## src/rtl/jtag_prog_pkg.sv

```systemverilog
package jtag_prog_pkg;
  typedef enum logic [1:0] {
    SEL_NONE = 2'b00,
    SEL_RST  = 2'b01,
    SEL_EN   = 2'b10,
    SEL_CMD  = 2'b11
  } dr_sel_e;

  localparam int unsigned SIG_W = 16;
  localparam int unsigned CMD_W = 15;
endpackage

```

## src/rtl/jp_reset_reg.sv

```systemverilog
module jp_reset_reg (
  input  logic tck_i,
  input  logic rst_ni,
  input  logic shift_i,
  input  logic tdi_i,
  output logic bit_o
);
  always_ff @(posedge tck_i or negedge rst_ni) begin
    if (!rst_ni)      bit_o <= 1'b0;
    else if (shift_i) bit_o <= tdi_i;
  end

  AST_RST_FOLLOWS: assert property (@(posedge tck_i) disable iff (!rst_ni)
    shift_i |=> bit_o == $past(tdi_i));
  AST_RST_HOLD: assert property (@(posedge tck_i) disable iff (!rst_ni)
    !shift_i |=> $stable(bit_o));
endmodule

```

## src/rtl/jp_enable_reg.sv

```systemverilog
module jp_enable_reg #(
  parameter int unsigned             W         = 16,
  parameter logic [W-1:0]            SIGNATURE = 16'hA370
) (
  input  logic tck_i,
  input  logic rst_ni,
  input  logic shift_i,
  input  logic update_i,
  input  logic tdi_i,
  output logic so_o,
  output logic prog_mode_o
);
  logic [W-1:0] sr_q;

  always_ff @(posedge tck_i or negedge rst_ni) begin
    if (!rst_ni) begin
      sr_q        <= '0;
      prog_mode_o <= 1'b0;
    end else begin
      if (shift_i)  sr_q        <= {tdi_i, sr_q[W-1:1]};
      if (update_i) prog_mode_o <= (sr_q == SIGNATURE);
    end
  end

  assign so_o = sr_q[0];

  AST_MODE_HOLD: assert property (@(posedge tck_i) disable iff (!rst_ni)
    !update_i |=> $stable(prog_mode_o));
endmodule

```

## src/rtl/jp_cmd_reg.sv

```systemverilog
module jp_cmd_reg #(
  parameter int unsigned W = 15
) (
  input  logic         tck_i,
  input  logic         rst_ni,
  input  logic         capture_i,
  input  logic         shift_i,
  input  logic         update_i,
  input  logic         run_idle_i,
  input  logic         prog_mode_i,
  input  logic         tdi_i,
  input  logic [W-1:0] rsp_data_i,
  input  logic         rsp_valid_i,
  output logic         so_o,
  output logic [W-1:0] cmd_o,
  output logic         exec_o
);
  logic [W-1:0] sr_q;
  logic [W-1:0] result_q;
  logic         armed_q;

  // result held apart from the scan path so a shift cannot corrupt it
  always_ff @(posedge tck_i or negedge rst_ni) begin
    if (!rst_ni)          result_q <= '0;
    else if (rsp_valid_i) result_q <= rsp_data_i;
  end

  always_ff @(posedge tck_i or negedge rst_ni) begin
    if (!rst_ni)        sr_q <= '0;
    else if (capture_i) sr_q <= result_q;
    else if (shift_i)   sr_q <= {tdi_i, sr_q[W-1:1]};
  end

  always_ff @(posedge tck_i or negedge rst_ni) begin
    if (!rst_ni) begin
      cmd_o   <= '0;
      armed_q <= 1'b0;
      exec_o  <= 1'b0;
    end else begin
      exec_o <= 1'b0;
      if (update_i && prog_mode_i) begin
        cmd_o   <= sr_q;
        armed_q <= 1'b1;
      end else if (run_idle_i && armed_q && prog_mode_i) begin
        exec_o  <= 1'b1;
        armed_q <= 1'b0;
      end
    end
  end

  assign so_o = sr_q[0];

  AST_CMD_HOLD: assert property (@(posedge tck_i) disable iff (!rst_ni)
    !(update_i && prog_mode_i) |=> $stable(cmd_o));
  AST_EXEC_SINGLE: assert property (@(posedge tck_i) disable iff (!rst_ni)
    exec_o |=> !exec_o);
  AST_EXEC_GATED: assert property (@(posedge tck_i) disable iff (!rst_ni)
    exec_o |-> $past(prog_mode_i));
endmodule

```

## src/rtl/jtag_prog_regs.sv

```systemverilog
module jtag_prog_regs
  import jtag_prog_pkg::*;
#(
  parameter logic [SIG_W-1:0] SIGNATURE = 16'hA370
) (
  input  logic             tck_i,
  input  logic             rst_ni,
  input  logic [1:0]       sel_i,
  input  logic             capture_dr_i,
  input  logic             shift_dr_i,
  input  logic             update_dr_i,
  input  logic             run_idle_i,
  input  logic             tdi_i,
  output logic             tdo_o,
  output logic             prog_mode_o,
  output logic             sys_rst_o,
  output logic [CMD_W-1:0] cmd_o,
  output logic             exec_o,
  input  logic [CMD_W-1:0] rsp_data_i,
  input  logic             rsp_valid_i
);
  dr_sel_e sel;
  logic    rst_so, en_so, cmd_so;

  assign sel = dr_sel_e'(sel_i);

  jp_reset_reg u_rst (
    .tck_i   (tck_i),
    .rst_ni  (rst_ni),
    .shift_i (shift_dr_i && sel == SEL_RST),
    .tdi_i   (tdi_i),
    .bit_o   (rst_so)
  );

  jp_enable_reg #(.W(SIG_W), .SIGNATURE(SIGNATURE)) u_en (
    .tck_i       (tck_i),
    .rst_ni      (rst_ni),
    .shift_i     (shift_dr_i && sel == SEL_EN),
    .update_i    (update_dr_i && sel == SEL_EN),
    .tdi_i       (tdi_i),
    .so_o        (en_so),
    .prog_mode_o (prog_mode_o)
  );

  jp_cmd_reg #(.W(CMD_W)) u_cmd (
    .tck_i       (tck_i),
    .rst_ni      (rst_ni),
    .capture_i   (capture_dr_i && sel == SEL_CMD),
    .shift_i     (shift_dr_i && sel == SEL_CMD),
    .update_i    (update_dr_i && sel == SEL_CMD),
    .run_idle_i  (run_idle_i),
    .prog_mode_i (prog_mode_o),
    .tdi_i       (tdi_i),
    .rsp_data_i  (rsp_data_i),
    .rsp_valid_i (rsp_valid_i),
    .so_o        (cmd_so),
    .cmd_o       (cmd_o),
    .exec_o      (exec_o)
  );

  assign sys_rst_o = rst_so;

  always_comb begin
    case (sel)
      SEL_RST: tdo_o = rst_so;
      SEL_EN:  tdo_o = en_so;
      SEL_CMD: tdo_o = cmd_so;
      default: tdo_o = 1'b0;
    endcase
  end
endmodule

```

## config.mk

```make
export PLATFORM = sky130hd
export DESIGN_NAME = jtag_prog_regs
export DESIGN_NICKNAME = d
export VERILOG_FILES = /design/src/rtl/jtag_prog_pkg.sv /design/src/rtl/jp_reset_reg.sv /design/src/rtl/jp_enable_reg.sv /design/src/rtl/jp_cmd_reg.sv /design/src/rtl/jtag_prog_regs.sv
export SDC_FILE = /design/constraint.sdc
export NUM_CORES = 1
export LEC_CHECK = 0
export ABC_AREA = 0
export BUFFER_PORTS_ARGS = -buffer_cell sky130_fd_sc_hd__buf_2
export CORE_ASPECT_RATIO = 2
export CORE_MARGIN = 2
export CORE_UTILIZATION = 32
export CTS_CLUSTER_SIZE = 14
export DETAILED_ROUTE_END_ITERATION = 7
export GPL_ROUTABILITY_DRIVEN = 0
export SETUP_SLACK_MARGIN = 0.05
export SLEW_MARGIN = 25
export SYNTH_ARGS = -nofsm -noshare
export SYNTH_HDL_FRONTEND = slang
export SYNTH_SLANG_ARGS = --single-unit
```

## constraint.sdc

```tcl
create_clock -name tck_i -period 2.6 [get_ports tck_i]
set_input_delay 0.26 -clock tck_i [delete_from_list [all_inputs] [get_ports tck_i]]
set_output_delay 0.26 -clock tck_i [all_outputs]
set_load 0.05 [all_outputs]
```

==> After elaboration in Yosys (flattened, before gate mapping) <==
Index checks and enable logic that the tools add are counted.
{ "totals": {"register_bits": 65, "input_bits": 25, "word_cells": 30} }
{ "op_classes": {"n_eq_ne": 4, "mux": 7, "n_reduce_logical": 11} }
{ "op_table": {"columns": ["operator", "count"], "rows": [
  ["$mux 15", 2],
  ["$eq 16x16->1 const B", 1],
  ["$logic_and 1x1->1", 9],
  ["$eq 2x2->1 const B", 2],
  ["$mux 1", 4],
  ["$reduce_bool 2->1", 2],
  ["$pmux 1 s3", 1],
  ["$eq 2x1->1 const B", 1]
]} }

==> Depth between registers and ports, before layout <==
Gate-level depths: netlist of run 1.
{ "depth": {"depth_word": 4, "mapped_depth": 5, "mapped_depth_nobuf": 3} }

==> Cells and area by module <==
From an unflattened synthesis of run 1, not the netlist that was laid out.
{ "hier_totals": {"cells_unflattened": 189, "hier_area_um2": 2733.9} }
{ "modules_own_cells": {"columns": ["module", "instances", "cells_per_inst", "area_each_um2"], "rows": [
  ["jp_cmd_reg", 1, 134, 1931.9],
  ["jp_enable_reg", 1, 43, 688.2],
  ["jtag_prog_regs", 1, 10, 73.8],
  ["jp_reset_reg", 1, 2, 40.0]
]} }

==> Worst setup path before layout of run 1 <==
OpenSTA, ideal clock, no wires.
{ "synth_timing": {"path_type": "flip-flop to output port", "start": "register u_rst.bit_o", "end": "output port tdo_o", "arrival_ns": 1.283, "required_ns": 2.340, "path_slack_ns": 1.057, "stages_incl_launch_ff": 3, "path_cell_list": "dfrtp_1 mux2_2 a22o_1"} }
{ "synth_between": {"elab_chain_len": 1} }
{ "synth_lines": {"columns": ["item", "line", "source"], "rows": [
  ["start, declared", "jp_reset_reg.sv:6", "output logic bit_o"],
  ["start signal, assigned", "jp_reset_reg.sv:10", "else if (shift_i) bit_o <= tdi_i;"],
  ["$pmux 1 s3", "jtag_prog_regs.sv:64", "case (sel)"],
  ["end, declared", "jtag_prog_regs.sv:14", "output logic tdo_o,"]
]} }
Every way passes these cells.

==> Worst setup path after layout of run 1 <==
{ "layout_timing": {"start": "register u_cmd.sr_q[0]", "end": "output port tdo_o"} }
{ "layout_between": {"elab_chain_len": 1} }
{ "layout_lines": {"columns": ["item", "line", "source"], "rows": [
  ["start, declared", "jp_cmd_reg.sv:18", "logic [W-1:0] sr_q;"],
  ["start signal, assigned", "jp_cmd_reg.sv:30", "else if (capture_i) sr_q <= result_q;"],
  ["start signal, assigned", "jp_cmd_reg.sv:31", "else if (shift_i) sr_q <= {tdi_i, sr_q[W-1:1]};"],
  ["$pmux 1 s3", "jtag_prog_regs.sv:64", null]
]} }
Every way passes these cells.

==> results_dict.tcl, run 1 <==
set metrics [dict create \
    setup_tns_ns 0 \
    rsz0062_at_grt "no" \
    r2r-start "u_en.prog_mode_o" \
    grt_usage 0.128 \
    fp.dieArea_sq_um 9300 \
    endpoint_kind "output pin" \
    m1WireLength_um 2040 \
    route.detailed.drc 0 \
    netlist_instances 189 \
    hpwl_um 3860 \
    worstMarginPinSlew_ns 0.927 \
    critPathKind "reg -> out" \
    yosys.cell_types.count 27 \
    wl_met2_um 2950 \
    status "completed" \
    powerDensity_nw_per_um2 923 \
    fin_crit_sh 0.652 \
    worstSetupStartpoint "u_cmd.sr_q[0]" \
    slew_headroom 0.380 \
    initial_utilization 0.328 \
    grt_antenna_before_repair 0 \
    wl_um 5360 \
    cp_max_fo 3 \
    die_x_um 69.2 \
    syn_area_sq_um 2720 \
    cts_buffers 9 \
    final_common_cell "dfrtp_1" \
    setup_ws_ns 0.906 \
    hp-class "in -> reg" \
    rows 47 \
    worstSkewPairLatency_ns 0.33 \
    die_h_um 134 \
    post-place-ws_ns 0.934 \
    max_stage_delay_ns 0.39 \
    max-vdd-ir-drop_mv 0.360 \
    cts.path.max_buffers 2 \
    grt_pass1_vias 1769 \
    top_layer "met4" \
    critPathArrivalTime_ns 1.43 \
    drive_above_1_share 0.459 \
    synth_top_area_frac 0.598 \
    cts_tree "built" \
    synth_seq_cells 65 \
    dr_total_vias 1647 \
    grt_max_degree 34 \
    fin_nets 262 \
    max_cap_viol_count 0 \
    io_pins 44 \
    power_mw 3.09 \
    hold_viol 0 \
    path_clk_slew_ns 0.05 \
    htreeDepth 3 \
    ys_warn_count 0 \
    firstDrtPassIters 5 \
    overflow 0 \
    vias_per_cell 4.84 \
    seq_area_frac_synth 0.598 \
    fillers 780 \
    wl_met3_um 195 \
    crit_chain "mux2_2 > a22o_1 > buf_2" \
    diodes 0 \
    startpoint_type "flop" \
    finalCriticalPeriod_ns 1.69 \
    worstPathRequired_ns 2.34 \
    design.core.area_sq_um 8290 \
    yosys.area.top_type "dfrtp_1" \
    grt_first_pass_wirelength_um 9010 \
    io_buffers 43 \
    final_antenna_net_count 0 \
    maxSlewViolCount 0 \
    synthTopCellsByArea "dfrtp_1 (60%), mux2_2 (15%), mux2_4 (5.5%)" \
    fmax_mhz 590 \
    postSynthAreaPerCell_sq_um 14.4 \
    clockRootBuffer "clkbuf_16" \
    clock_sinks 65 \
    p_leak_nw 1.71 \
    setup_viol 0 \
    hp-start "rsp_data_i[2]" \
    drt-wirelength-per-cell_um 15.8 \
    syn_to_final_growth_pct 22.9 \
    skew_ns 0.00466 \
    mappedNetlistNets 214 \
    cpMaxStageDelayCell "dfrtp_1" \
    layout_common_cells "dfrtp_1 (65), buf_2 (43), mux2_2 (37), nand2_1 (20), o21ai_0 (15)" \
    drt_iter0_drc 101 \
]
==> registers in the layout, indices dropped and copies added, names as in the netlist <==
register	flops
u_cmd.cmd_o	15
u_en.sr_q	16
u_cmd.exec_o	1
u_cmd.result_q	15
u_en.prog_mode_o	1
u_rst.bit_o	1
u_cmd.armed_q	1
u_cmd.sr_q	15
==> repair_timing <==
action / CTS / global route
resized for setup: 0 / 0
hold endpoints to repair: 20 / 0
buffers inserted: 0 / 0
hold buffers: 1 / 0
==> per-layer routing <==
layer  GRT usage  vias up
met1       0.135      830
met5           0        -
met2       0.218       34
met4      0.0893        0
li1            -      770
met3      0.0346       13
==> worst max-delay path, delay by kind of cell (launching register included) <==
kind                   cells  cell delay [ns]
flip-flops                 1             0.39
multiplexers               1             0.27
AO/OA/AOI/OAI              1             0.23
buffers and inverters      1             0.21
==> logic make-up (layout without fill, tap and decap cells) <==
| group | Yosys count | after routing | share of synthesized area |
|---|---|---|---|
| simple gates | 32 | 32 | 0.0694 |
| compound gates | 21 | 21 | 0.0460 |
| buf+inv | 10 | 63 | 0.0267 |
| mux | 61 | 61 | 0.260 |
| flops | 65 | 65 | 0.598 |
==> power breakdown <==
| part | switching (mW) | leakage (nW) | internal (mW) |
|---|---|---|---|
| combinational | 0.258 | 0.711 | 0.220 |
| clock | 0.414 | 0.162 | 0.873 |
| sequential | 0.131 | 0.839 | 1.19 |
==> cells in the mapped netlist (all sizes together) <==
cell type and n:
mux2i 13, nand3b 1, o211ai 1, mux2 48
clkbuf 2, nor4bb 1, a22o 1, buf 7
inv 1, a22oi 3, nor2b 2, nand4 2
o21ai 15, nand2 21, dfrtp 65, nand3 2
a31oi 1, and4b 1, nor4b 2
==> area by class of cell <==
cell class	instances	area, sq um	share of cell area
Multi-Input combinational cell	114	1020	0.306
Clock buffer	15	298	0.0891
Sequential cell	65	1630	0.487
Timing Repair Buffer	46	240	0.0719
Inverter	1	3.75	0.00112
Tap cell	98	123	0.0367
Clock inverter	1	30.0	0.00898
==> worst paths after layout <==
path,to,slack (ns),cells after the start
max in group asynchronous,u_cmd.sr_q[2],1.35,3
max,tdo_o,0.91,3
min in group asynchronous,u_cmd.result_q[10],0.43,2
min reg2reg,u_cmd.armed_q,0.48,2
max reg2reg,u_cmd.cmd_o[11],1.27,2
min,u_cmd.result_q[2],0.16,2
==> stage by stage <==
step           cell area (sq um)  cells  utilization  hold WS [ns]
2_1_floorplan               2720    189            -       -0.0356
3_3_place_gp                3010    323        0.362         0.251
3_5_place_dp                3010    323        0.362         0.256
6_report                    3340    340        0.403         0.159
4_1_cts                     3340    340        0.403         0.150
5_1_grt                     3340    340        0.403         0.156
(Power assumes the default switching activity.)
==> run 2, diff against run 1 <==
ABC_AREA = 1   (was 0)
clock period = 1.6 ns   (was 2.6 ns; I/O delays follow)
==> run 2 against run 1 <==
Effect of this change:
- total power rose by 52%
- sequential power rose by 48%
- combinational power rose by 6.3%
- worst setup slack got worse by 0.71 ns
- first-iteration DRC count rose by 35%
- flip-flop and latch count did not move
- via count rose by 23%
- synthesized area rose by 2.3%
- utilization fell by 0.11 points
==> results_dict.tcl, run 2 <==
set metrics [dict create \
    status "completed" \
    r2r-start "u_en.prog_mode_o" \
    fin_crit_sh 0.876 \
    hp-start "rsp_data_i[12]" \
    layout_common_cells "nand2_1 (76), dfrtp_1 (65), inv_1 (44), buf_2 (43), o21ai_0 (38)" \
    clockRootBuffer "clkbuf_16" \
    r2r_cells 3 \
    grt_first_pass_wirelength_um 9700 \
    synthTopCellsByArea "dfrtp_1 (58%), nand2_1 (10%), o21ai_0 (6.8%)" \
    finalCriticalPeriod_ns 1.40 \
    clock_sinks 65 \
    overflow 0 \
    mappedNetlistNets 332 \
    final_common_cell "nand2_1" \
    p_leak_nw 1.77 \
    fp.dieArea_sq_um 9500 \
    p_sw_mw 1.14 \
    cts_tree "built" \
    vias_per_cell 4.43 \
    hp-class "in -> reg" \
    fin_nets 378 \
    path_clk_slew_ns 0.05 \
    largest_reg_flops 16 \
    cts.path.max_buffers 2 \
    ys_top_cells_by_count "nand2_1 (76), dfrtp_1 (65), inv_1 (44), o21ai_0 (38), nand3_1 (25)" \
    whs_endpoint "u_cmd.result_q[12]" \
    ys_warn_count 0 \
    netlist_instances 307 \
    synth_most_common_cell "nand2_1" \
    max_cap_viol_count 0 \
    initial_utilization 0.326 \
    yosys.area.top_type "dfrtp_1" \
    slew_headroom 0.767 \
    synthFlopType "dfrtp_1" \
    intPower_mw 3.55 \
    max-vdd-ir-drop_mv 0.570 \
    design.core.area_sq_um 8530 \
    endpoint_kind "output pin" \
    reg2reg_slack_ns 0.45 \
    synth_top_area_frac 0.585 \
    hold_viol 0 \
    synth_enable_flop_cells 0 \
    rows 48 \
    min_path_cells 3 \
    diodes 0 \
    setup_viol 0 \
    drive_above_1_share 0.218 \
    reg2reg_to "u_cmd.cmd_o[10]" \
    critPathKind "reg -> out" \
    io_pins 44 \
    rsz0062_at_grt "no" \
    powerDensity_nw_per_um2 1370 \
    worstPathRequired_ns 1.44 \
    worstMarginPinSlew_ns 0.350 \
    syn_area_sq_um 2780 \
    syn_to_final_growth_pct 23.2 \
    regMostFlops "u_en.sr_q" \
    postPlaceCellArea_sq_um 3080 \
    pwr-share-comb 0.108 \
    synth_seq_cells 65 \
    grt_usage 0.133 \
    postLayoutCellArea_sq_um 3430 \
    die_h_um 136 \
    drt_iter0_drc 136 \
    io_buffers 43 \
    hpwl_um 4120 \
    startpoint_type "flop" \
    seq_area_frac_synth 0.585 \
    route.detailed.drc 0 \
    worstSkewPairLatency_ns 0.33 \
    htreeDepth 3 \
    fillers 867 \
    maxSlewViolCount 0 \
    cts_buffers 9 \
    dr_total_vias 2031 \
    grt_antenna_before_repair 0 \
    yosys.cell_types.count 22 \
    postSynthAreaPerCell_sq_um 9.06 \
    cp_max_fo 2 \
    critPathArrivalTime_ns 1.24 \
    power_switching_share 0.243 \
    die_x_um 69.9 \
    wl_um 5520 \
    skew_ns 0.00346 \
    seq_power_share 0.418 \
    firstDrtPassIters 4 \
    setup_tns_ns 0 \
    grt_pass1_vias 2137 \
    async_flop_share 1.00 \
    final_antenna_net_count 0 \
    fmax_mhz 713 \
    drt-wirelength-per-cell_um 12.1 \
    grt_max_degree 66 \
    p_clk_frac 0.473 \
]
==> run 2: cell count changes in the layout (fill, tap and decap cells not counted), sizes merged, moves of 9 or more <==
cell | previous run | this run
a21oi | 0 | 9
mux2 | 48 | 3
mux2i | 13 | 0
nand3 | 2 | 26
inv | 1 | 44
nor2 | 0 | 16
o21ai | 15 | 49
nand2 | 21 | 78
==> run 2: cells by family (layout without fill, tap and decap cells) <==
| family | after synthesis | in the layout | synth area share |
|---|---|---|---|
| buffers and inverters | 58 | 109 | 0.0935 |
| AO/OA/AOI/OAI | 60 | 60 | 0.122 |
| flip-flops | 65 | 65 | 0.585 |
| multiplexers | 3 | 3 | 0.0121 |
| AND/OR/NAND/NOR | 121 | 121 | 0.188 |
==> run 2: stage by stage <==
step | std cells | util | setup slack (ns) | hold WS [ns] | total power [mW]
global placement | 441 | 0.361 | 0.440 | 0.199 | 2.49
floorplan | 307 | - | 0.237 | -0.136 | 2.33
CTS | 458 | 0.402 | 0.166 | 0.0288 | 4.76
global route | 458 | 0.402 | 0.147 | 0.0454 | 4.93
detailed placement | 441 | 0.361 | 0.418 | 0.202 | 2.51
finish | 458 | 0.402 | 0.198 | 0.0359 | 4.69
==> run 2: metal layers <==
metal | up-vias | GRT usage | routed length (um)
li1 | 1059 | - | -
met1 | 925 | 0.137 | 2170
met2 | 38 | 0.236 | 2990
met3 | 9 | 0.0408 | 211
met4 | 0 | 0.0726 | 148
met5 | - | 0 | 0
==> run 2: worst max path at each step <==
| stage | start | to | slack, ns | depth (start not counted) |
|---|---|---|---|---|
| 2_1_floorplan | u_rst.bit_o | tdo_o | 0.24 | 2 |
| 6_report | u_cmd.sr_q[0] | tdo_o | 0.20 | 3 |
| 4_1_cts | u_cmd.sr_q[0] | tdo_o | 0.17 | 3 |
| 3_3_place_gp | capture_dr_i | u_cmd.sr_q[3] | 0.44 | 6 |
| 5_1_grt | u_cmd.sr_q[0] | tdo_o | 0.15 | 3 |
| 3_5_place_dp | sel_i[0] | u_cmd.cmd_o[11] | 0.42 | 6 |
==> run 2: power groups by stage <==
stage	combinational [mW]	sequential [mW]	clock [mW]
floorplan	0.349	1.98	0
global placement	0.506	1.98	0
detailed placement	0.520	1.99	0
CTS	0.525	1.96	2.27
global route	0.605	1.99	2.34
finish	0.507	1.96	2.22
==> run 2: repair_timing <==
action,in CTS,in global routing
buffers inserted,0,0
resized for setup,0,0
setup endpoints to repair,0,0
hold buffers,1,0
endpoints found under the hold margin,65,0
==> run 2: final cells by class <==
cell class | instances | area (sq um) | share of cell area
multi-input combinational | 184 | 896 | 0.261
timing repair buffer | 48 | 268 | 0.0781
inverter | 45 | 170 | 0.0496
clock buffer | 9 | 225 | 0.0657
clock inverter | 7 | 119 | 0.0347
sequential | 65 | 1630 | 0.474
tap | 100 | 125 | 0.0365
==> run 2: worst max-delay path: stages (launching register included) <==
cell and delay [ns]:
dfrtp_1 0.35, inv_1 0.09, o211ai_1 0.18, buf_2 0.29
